==> src/rtl/ets_pkg.sv <==
package ets_pkg;
  parameter int TID_W  = 8;
  parameter int PRIO_W = 8;

  typedef enum logic [1:0] {
    FLD_PRIO   = 2'd0,
    FLD_BUDGET = 2'd1,
    FLD_PERIOD = 2'd2,
    FLD_RSVD   = 2'd3
  } cfg_fld_e;

  typedef struct packed {
    logic              vld;
    logic [TID_W-1:0]  tid;
    logic [PRIO_W-1:0] prio;
  } slot_t;
endpackage

==> src/rtl/ets_task_buf.sv <==
module ets_task_buf
  import ets_pkg::*;
#(
  parameter int N_SLOT = 8
) (
  input  logic              clk,
  input  logic              rst_n,
  input  logic              ins_en,
  input  logic [TID_W-1:0]  ins_tid,
  input  logic [PRIO_W-1:0] ins_prio,
  input  logic              rm_en,
  input  logic [TID_W-1:0]  rm_tid,
  output logic              any_vld,
  output logic [TID_W-1:0]  best_tid
);
  localparam int SLOT_W = (N_SLOT > 1) ? $clog2(N_SLOT) : 1;

  slot_t slot_q [N_SLOT];
  slot_t slot_d [N_SLOT];
  slot_t ext    [N_SLOT+1];
  slot_t shifted[N_SLOT];

  logic              hit;
  logic [SLOT_W-1:0] hit_idx;
  logic              has_free;
  logic [SLOT_W-1:0] free_idx;
  logic              upd_en;
  logic [PRIO_W-1:0] best_prio;
  logic [N_SLOT-1:0] vld_vec;

  // remove first, then insert into the first hole left
  always_comb begin
    hit     = 1'b0;
    hit_idx = '0;
    for (int j = 0; j < N_SLOT; j++) begin
      if (!hit && slot_q[j].vld && (slot_q[j].tid == rm_tid)) begin
        hit     = 1'b1;
        hit_idx = SLOT_W'(j);
      end
    end
    for (int j = 0; j < N_SLOT; j++) ext[j] = slot_q[j];
    ext[N_SLOT] = '0;
    for (int j = 0; j < N_SLOT; j++) begin
      if (rm_en && hit && (SLOT_W'(j) >= hit_idx)) shifted[j] = ext[j+1];
      else                                          shifted[j] = ext[j];
    end
    has_free = 1'b0;
    free_idx = '0;
    for (int j = 0; j < N_SLOT; j++) begin
      if (!has_free && !shifted[j].vld) begin
        has_free = 1'b1;
        free_idx = SLOT_W'(j);
      end
    end
    for (int j = 0; j < N_SLOT; j++) begin
      slot_d[j] = shifted[j];
      if (ins_en && has_free && (SLOT_W'(j) == free_idx)) begin
        slot_d[j].vld  = 1'b1;
        slot_d[j].tid  = ins_tid;
        slot_d[j].prio = ins_prio;
      end
    end
    upd_en = ins_en | rm_en;
  end

  always_ff @(posedge clk or negedge rst_n) begin
    if (!rst_n) begin
      for (int j = 0; j < N_SLOT; j++) slot_q[j] <= '0;
    end else if (upd_en) begin
      for (int j = 0; j < N_SLOT; j++) slot_q[j] <= slot_d[j];
    end
  end

  // parallel compare, strict greater keeps the lower slot on ties
  always_comb begin
    any_vld   = 1'b0;
    best_tid  = '0;
    best_prio = '0;
    for (int j = 0; j < N_SLOT; j++) begin
      if (slot_q[j].vld && (!any_vld || (slot_q[j].prio > best_prio))) begin
        any_vld   = 1'b1;
        best_tid  = slot_q[j].tid;
        best_prio = slot_q[j].prio;
      end
    end
  end

  always_comb begin
    for (int j = 0; j < N_SLOT; j++) vld_vec[j] = slot_q[j].vld;
  end

  // valid entries stay packed toward slot 0
  a_r8_packed: assert property (@(posedge clk) disable iff (!rst_n)
    ((vld_vec + N_SLOT'(1)) & vld_vec) == '0);

  // an insert alone into a non-full buffer adds exactly one entry
  a_r7_grow: assert property (@(posedge clk) disable iff (!rst_n)
    (ins_en && !rm_en && !(&vld_vec)) |=> ($countones(vld_vec) == $countones($past(vld_vec)) + 1));
endmodule

==> src/rtl/ets_srv_ctrl.sv <==
module ets_srv_ctrl
  import ets_pkg::*;
#(
  parameter int CNT_W = 16
) (
  input  logic              clk,
  input  logic              rst_n,
  input  logic              prio_we,
  input  logic              bud_we,
  input  logic              per_we,
  input  logic [CNT_W-1:0]  wdata,
  input  logic              sched,
  input  logic              has_task,
  output logic [PRIO_W-1:0] prio,
  output logic              eligible
);
  logic [PRIO_W-1:0] prio_q,    prio_d;
  logic [CNT_W-1:0]  bud_cfg_q, bud_cfg_d;
  logic [CNT_W-1:0]  per_cfg_q, per_cfg_d;
  logic [CNT_W-1:0]  bud_q,     bud_d;
  logic [CNT_W-1:0]  per_q,     per_d;
  logic              wrap;

  always_comb begin
    prio_d    = prio_we ? wdata[PRIO_W-1:0] : prio_q;
    bud_cfg_d = bud_we  ? wdata : bud_cfg_q;
    per_cfg_d = per_we  ? wdata : per_cfg_q;
    wrap      = (per_q == '0);
    if (wrap) begin
      bud_d = bud_cfg_q;
      per_d = per_cfg_q;
    end else begin
      bud_d = (sched && (bud_q != '0)) ? bud_q - CNT_W'(1) : bud_q;
      per_d = per_q - CNT_W'(1);
    end
    if (bud_we) bud_d = wdata;
    if (per_we) per_d = wdata;
  end

  always_ff @(posedge clk or negedge rst_n) begin
    if (!rst_n) begin
      prio_q    <= '0;
      bud_cfg_q <= '0;
      per_cfg_q <= '0;
      bud_q     <= '0;
      per_q     <= '0;
    end else begin
      prio_q    <= prio_d;
      bud_cfg_q <= bud_cfg_d;
      per_cfg_q <= per_cfg_d;
      bud_q     <= bud_d;
      per_q     <= per_d;
    end
  end

  assign prio     = prio_q;
  assign eligible = (bud_q != '0) && has_task;

  // the arbiter only picks a server with budget and work
  a_r2_sched_ok: assert property (@(posedge clk) disable iff (!rst_n)
    sched |-> ((bud_q != '0) && has_task));

  // one unit burned per scheduled cycle outside a wrap or write
  a_r5_burn: assert property (@(posedge clk) disable iff (!rst_n)
    (sched && (per_q != '0) && !bud_we) |=> (bud_q == $past(bud_q) - CNT_W'(1)));

  // timer at zero refills the budget
  a_r6_refill: assert property (@(posedge clk) disable iff (!rst_n)
    ((per_q == '0) && !bud_we && !per_we) |=> ((bud_q == $past(bud_cfg_q)) && (per_q == $past(per_cfg_q))));
endmodule

==> src/rtl/ets_global_arb.sv <==
module ets_global_arb
  import ets_pkg::*;
#(
  parameter int N_SRV = 4,
  localparam int SRV_W = (N_SRV > 1) ? $clog2(N_SRV) : 1
) (
  input  logic                          clk,
  input  logic                          rst_n,
  input  logic [N_SRV-1:0]              elig,
  input  logic [N_SRV-1:0][PRIO_W-1:0]  prio,
  output logic                          win_vld,
  output logic [SRV_W-1:0]              win_idx
);
  logic [PRIO_W-1:0] win_prio;

  always_comb begin
    win_vld  = 1'b0;
    win_idx  = '0;
    win_prio = '0;
    for (int i = 0; i < N_SRV; i++) begin
      if (elig[i] && (!win_vld || (prio[i] > win_prio))) begin
        win_vld  = 1'b1;
        win_idx  = SRV_W'(i);
        win_prio = prio[i];
      end
    end
  end

  // no eligible server beats the winner, and lower indices do not tie it
  always_ff @(posedge clk) begin
    if (rst_n && win_vld) begin
      for (int i = 0; i < N_SRV; i++) begin
        if (elig[i]) begin
          a_r3_best: assert (prio[i] <= prio[win_idx]);
          if (SRV_W'(i) < win_idx) begin
            a_r3_low_index: assert (prio[i] < prio[win_idx]);
          end
        end
      end
    end
  end

  // nothing eligible means nothing wins
  a_r2_none: assert property (@(posedge clk) disable iff (!rst_n)
    (elig == '0) |-> !win_vld);
endmodule

==> src/rtl/ets_sched_top.sv <==
module ets_sched_top
  import ets_pkg::*;
#(
  parameter int N_SRV  = 4,
  parameter int N_SLOT = 8,
  parameter int CNT_W  = 16,
  localparam int SRV_W = (N_SRV > 1) ? $clog2(N_SRV) : 1
) (
  input  logic               clk,
  input  logic               rst_n,
  input  logic               cfg_we,
  input  logic [SRV_W+1:0]   cfg_addr,
  input  logic [CNT_W-1:0]   cfg_wdata,
  input  logic               ins_en,
  input  logic [SRV_W-1:0]   ins_srv,
  input  logic [TID_W-1:0]   ins_tid,
  input  logic [PRIO_W-1:0]  ins_prio,
  input  logic               rm_en,
  input  logic [SRV_W-1:0]   rm_srv,
  input  logic [TID_W-1:0]   rm_tid,
  output logic               sch_valid,
  output logic [SRV_W-1:0]   sch_srv,
  output logic [TID_W-1:0]   sch_tid
);
  logic [SRV_W-1:0]              cfg_srv;
  cfg_fld_e                      cfg_fld;
  logic [N_SRV-1:0]              elig;
  logic [N_SRV-1:0]              has_task;
  logic [N_SRV-1:0][PRIO_W-1:0]  srv_prio;
  logic [N_SRV-1:0][TID_W-1:0]   loc_tid;
  logic                          win_vld;
  logic [SRV_W-1:0]              win_idx;

  assign cfg_srv = cfg_addr[SRV_W+1:2];
  assign cfg_fld = cfg_fld_e'(cfg_addr[1:0]);

  for (genvar g = 0; g < N_SRV; g++) begin : g_srv
    logic hit_cfg;
    assign hit_cfg = cfg_we && (cfg_srv == SRV_W'(g));

    ets_srv_ctrl #(.CNT_W(CNT_W)) u_ctrl (
      .clk      (clk),
      .rst_n    (rst_n),
      .prio_we  (hit_cfg && (cfg_fld == FLD_PRIO)),
      .bud_we   (hit_cfg && (cfg_fld == FLD_BUDGET)),
      .per_we   (hit_cfg && (cfg_fld == FLD_PERIOD)),
      .wdata    (cfg_wdata),
      .sched    (win_vld && (win_idx == SRV_W'(g))),
      .has_task (has_task[g]),
      .prio     (srv_prio[g]),
      .eligible (elig[g])
    );

    ets_task_buf #(.N_SLOT(N_SLOT)) u_buf (
      .clk      (clk),
      .rst_n    (rst_n),
      .ins_en   (ins_en && (ins_srv == SRV_W'(g))),
      .ins_tid  (ins_tid),
      .ins_prio (ins_prio),
      .rm_en    (rm_en && (rm_srv == SRV_W'(g))),
      .rm_tid   (rm_tid),
      .any_vld  (has_task[g]),
      .best_tid (loc_tid[g])
    );
  end

  ets_global_arb #(.N_SRV(N_SRV)) u_arb (
    .clk     (clk),
    .rst_n   (rst_n),
    .elig    (elig),
    .prio    (srv_prio),
    .win_vld (win_vld),
    .win_idx (win_idx)
  );

  assign sch_valid = win_vld;
  assign sch_srv   = win_vld ? win_idx : '0;
  assign sch_tid   = win_vld ? loc_tid[win_idx] : '0;

  // idle outputs read zero
  a_r11_idle_zero: assert property (@(posedge clk) disable iff (!rst_n)
    !sch_valid |-> ((sch_srv == '0) && (sch_tid == '0)));

  // an issued server always holds a task
  a_r2_has_work: assert property (@(posedge clk) disable iff (!rst_n)
    sch_valid |-> has_task[sch_srv]);
endmodule

==> config.mk <==
export PLATFORM = sky130hd
export DESIGN_NAME = ets_sched_top
export DESIGN_NICKNAME = d
export VERILOG_FILES = /design/src/rtl/ets_pkg.sv /design/src/rtl/ets_task_buf.sv /design/src/rtl/ets_srv_ctrl.sv /design/src/rtl/ets_global_arb.sv /design/src/rtl/ets_sched_top.sv
export SDC_FILE = /design/constraint.sdc
export NUM_CORES = 2
export LEC_CHECK = 0
export ABC_CLOCK_PERIOD_IN_PS = 21200
export BUFFER_PORTS_ARGS = -buffer_cell sky130_fd_sc_hd__buf_4
export CAP_MARGIN = 20
export CORE_AREA = 10 10 319 321
export CTS_CLUSTER_DIAMETER = 50
export CTS_CLUSTER_SIZE = 8
export DETAILED_ROUTE_END_ITERATION = 6
export DIE_AREA = 0 0 329 331
export PLACE_DENSITY_LB_ADDON = 0.3
export SLEW_MARGIN = 20
export SYNTH_ARGS = -nofsm -noshare
export SYNTH_HDL_FRONTEND = slang
export SYNTH_HIERARCHICAL = 1
export SYNTH_SLANG_ARGS = --single-unit
==> constraint.sdc <==
create_clock -name clk -period 21.2 [get_ports clk]
set_input_delay 1.06 -clock clk [delete_from_list [all_inputs] [get_ports clk]]
set_output_delay 1.06 -clock clk [all_outputs]
set_load 0.03 [all_outputs]
==> flow_summary.json <==
{
  "status": "finished clean",
  "slew_violations": 0,
  "regToRegSetupSlack_ns": 11.02,
  "cts_resized": 0,
  "antenna_left": 0,
  "cts_sinks": 832,
  "use_met2_pct": 45.7,
  "rsz0062_at_grt": "no",
  "final_cell_mix": "832 x dfrtp_1, 503 x nand2_1, 395 x mux2_2",
  "grt-busiest-layer": "met2",
  "synth_edf_count": 0,
  "skew_ns": 0.0228,
  "dp_cells": 6974,
  "regArea_mm2": 0.0208,
  "critPathCaptureType": "primary output",
  "cts.path.max_buffers": 3,
  "cpMostUsedCell": "o21a_1",
  "post-cts-setup-buffer-count": 0,
  "hp-class": "input port to asynchronous set/reset pin",
  "diodes": 0,
  "dr.pass1.iters": 6,
  "synth-seq-area-share_pct": 36.7,
  "synth_top_family_by_area": "compound AO/OA/AOI/OAI gates",
  "htreeDepth": 4,
  "io_buffers": 63,
  "cp-start-kind": "flip-flop",
  "layout_min_cycle_time_ns": 18.52,
  "synth.avg_cell_area_um2": 9.61,
  "synth_cells": 5912,
  "slowest_delay_ns": 0.92,
  "cp.arrival_ns": 17.46,
  "worst_slew_pin_slew_ns": 1.14,
  "via_count": 46500,
  "worstReg2RegEnd": "g_srv[0].u_ctrl/bud_q[1]",
  "pin_count": 64,
  "setup_viol": 0,
  "start_util_pct": 59.3,
  "syn2layout_area_growth_pct": 9.49,
  "die_x_um": 329,
  "cap_viol_max_count": 0,
  "fin_crit_sh_pct": 87.4,
  "cts_made_buffers": 138,
  "required_ns": 20.14,
  "stdcell_count": 7179,
  "grt.total_usage_pct": 29.8,
  "final_layout_size_suffix_gt1_share_pct": 15.7,
  "async_flop_share_pct": 100,
  "final_common_cell": "dfrtp_1",
  "clock_latency_ns": 0.75,
  "crit_type": "flip-flop to primary output",
  "path_clk_slew_ns": 0.05,
  "synth_ff_type": "dfrtp_1",
  "synth_compound_area_share_pct": 16.8,
  "synth_xor_area_share_pct": 4.99,
  "syn_area_mm2": 0.0568,
  "wl_um": 165000,
  "viasPerCell": 6.48,
  "grt_pass1_vias": 45500,
  "wire_per_inst_um": 22.9,
  "synth_seq_cells": 832,
  "hpwlAfterDp_um": 110000,
  "root_buffer": "clkbuf_16",
  "dr.first_iter.drc_count": 4460,
  "place.gp.congestion": 0.954,
  "core_mm2": 0.0957,
  "rows": 114,
  "antenna_found_initial": 3,
  "fmax_mhz": 54.0,
  "synth-simple-area-share_pct": 14.8,
  "setup_tns_ns": 0,
  "synth-adder-area-share_pct": 5.73,
  "relSlewSlack_pct": 23.7,
  "synth_nets": 6225,
  "grt_max_degree": 90,
  "ctsHoldBuffers": 0,
  "grt_first_pass_wirelength_um": 260000,
  "die_height_um": 331,
  "gr-usage-met3_pct": 5.90,
  "reg2reg_depth": 32,
  "ys_types": 118,
  "nNetsFinal": 6155,
  "route.detailed.drc": 0,
  "yosysWarnings": 6,
  "die_area_mm2": 0.109,
  "finalHoldViolations": 0,
  "multi_input_area_mm2": 0.0334,
  "met1_usage_pct": 41.2,
  "overflow": 0,
  "tritoncts": "built",
  "synth_mux_area_share_pct": 16.2,
  "worstReg2RegStart": "g_srv[0].u_buf/ext[152]",
  "worstPathMaxFanout": 27,
  "fillers": 7561,
  "crit_slowest_cell": "dfrtp_1"
}
-- through the flow --
step	worst slack (ns)	util [%]	hold slack (ns)	cell area (um^2)
after CTS	2.51	64.9	0.320	62100
after global routing	1.15	65.0	0.358	62200
after global placement	3.83	60.4	0.457	57800
after floorplan	5.71	-	0.443	56800
after detailed placement	3.36	60.4	0.463	57800
final	2.68	65.0	0.325	62200
-- area by class of cell --
| cell class | instances | share of cell area (%) |
|---|---|---|
| Tap cell | 1276 | 2.57 |
| Sequential cell | 832 | 33.5 |
| Clock buffer | 165 | 6.05 |
| Multi-Input combinational cell | 4469 | 53.7 |
| Clock inverter | 36 | 0.885 |
| Inverter | 268 | 1.62 |
| Timing Repair Buffer | 133 | 1.65 |
-- state kept, by name (all words and copies together) (netlist names) --
signal,cells
g_srv.u_ctrl/bud_q,64
g_srv.u_ctrl/per_cfg_q,64
g_srv.u_buf/ext,544
g_srv.u_ctrl/bud_cfg_q,64
g_srv.u_ctrl/prio,32
g_srv.u_ctrl/per_q,64
-- synthesized netlist by cell type (42+ instances only) --
| library cell | count | share of area [%] |
|---|---|---|
| a21o_1 | 50 | 0.66 |
| a21oi_1 | 302 | 2.7 |
| a22o_1 | 50 | 0.77 |
| a31oi_1 | 63 | 0.69 |
| and2_1 | 53 | 0.58 |
| buf_2 | 62 | 0.55 |
| buf_4 | 43 | 0.57 |
| clkbuf_1 | 194 | 1.3 |
| dfrtp_1 | 832 | 37 |
| ha_1 | 260 | 5.7 |
| inv_1 | 268 | 1.8 |
| mux2_1 | 43 | 0.85 |
| mux2_2 | 395 | 7.8 |
| mux2i_1 | 370 | 6.5 |
| nand2_1 | 503 | 3.3 |
| nand2b_1 | 42 | 0.46 |
| nand3_1 | 141 | 1.2 |
| nand4_1 | 80 | 0.88 |
| nor2_1 | 370 | 2.4 |
| nor2b_1 | 70 | 0.77 |
| nor3_1 | 105 | 0.93 |
| o211ai_1 | 55 | 0.73 |
| o21a_1 | 85 | 1.1 |
| o21ai_0 | 306 | 2.7 |
| o21ai_1 | 99 | 0.87 |
| o31ai_1 | 48 | 0.63 |
| xnor2_1 | 233 | 3.6 |
| xor2_1 | 83 | 1.3 |
-- kinds of logic after synthesis --
| family | Yosys count |
|---|---|
| AND/OR/NAND/NOR | 1624 |
| flip-flops | 832 |
| buffers and inverters | 611 |
| adder cells (fa/ha/maj) | 260 |
| multiplexers | 847 |
| AO/OA/AOI/OAI | 1418 |
| XOR/XNOR | 320 |
-- critical path: cells and delay by family, from the launching register on --
family                   cells  cell delay [ns]
AO/OA/AOI/OAI               44            10.37
buffers and inverters        2             0.32
adder cells (fa/ha/maj)      7             2.13
multiplexers                 3             0.60
flip-flops                   1             0.92
AND/OR/NAND/NOR             12             2.32
-- per-layer routing --
metal / vias to the layer above / part of all wire [%]
met2: 1941 / 45
li1: 21300 / -
met4: 4 / 3.8
met1: 22800 / 43
met5: - / 0.016
met3: 399 / 8.6
-- how the worst max path moves through the flow --
| stage | endpoint | start | slack (ns) |
|---|---|---|---|
| after floorplan | sch_tid[7] | g_srv[3].u_buf/ext[152] | 5.71 |
| after global placement | sch_tid[2] | g_srv[2].u_buf/ext[152] | 3.83 |
| after detailed placement | sch_tid[2] | g_srv[2].u_buf/ext[152] | 3.36 |
| after CTS | sch_tid[2] | g_srv[2].u_buf/ext[152] | 2.51 |
| after global routing | sch_tid[0] | g_srv[2].u_buf/ext[152] | 1.15 |
| final | sch_tid[3] | g_srv[2].u_buf/ext[152] | 2.68 |
Power is not shown: default switching activity piles up to over one toggle a cycle in this logic, so the estimate is an artifact.
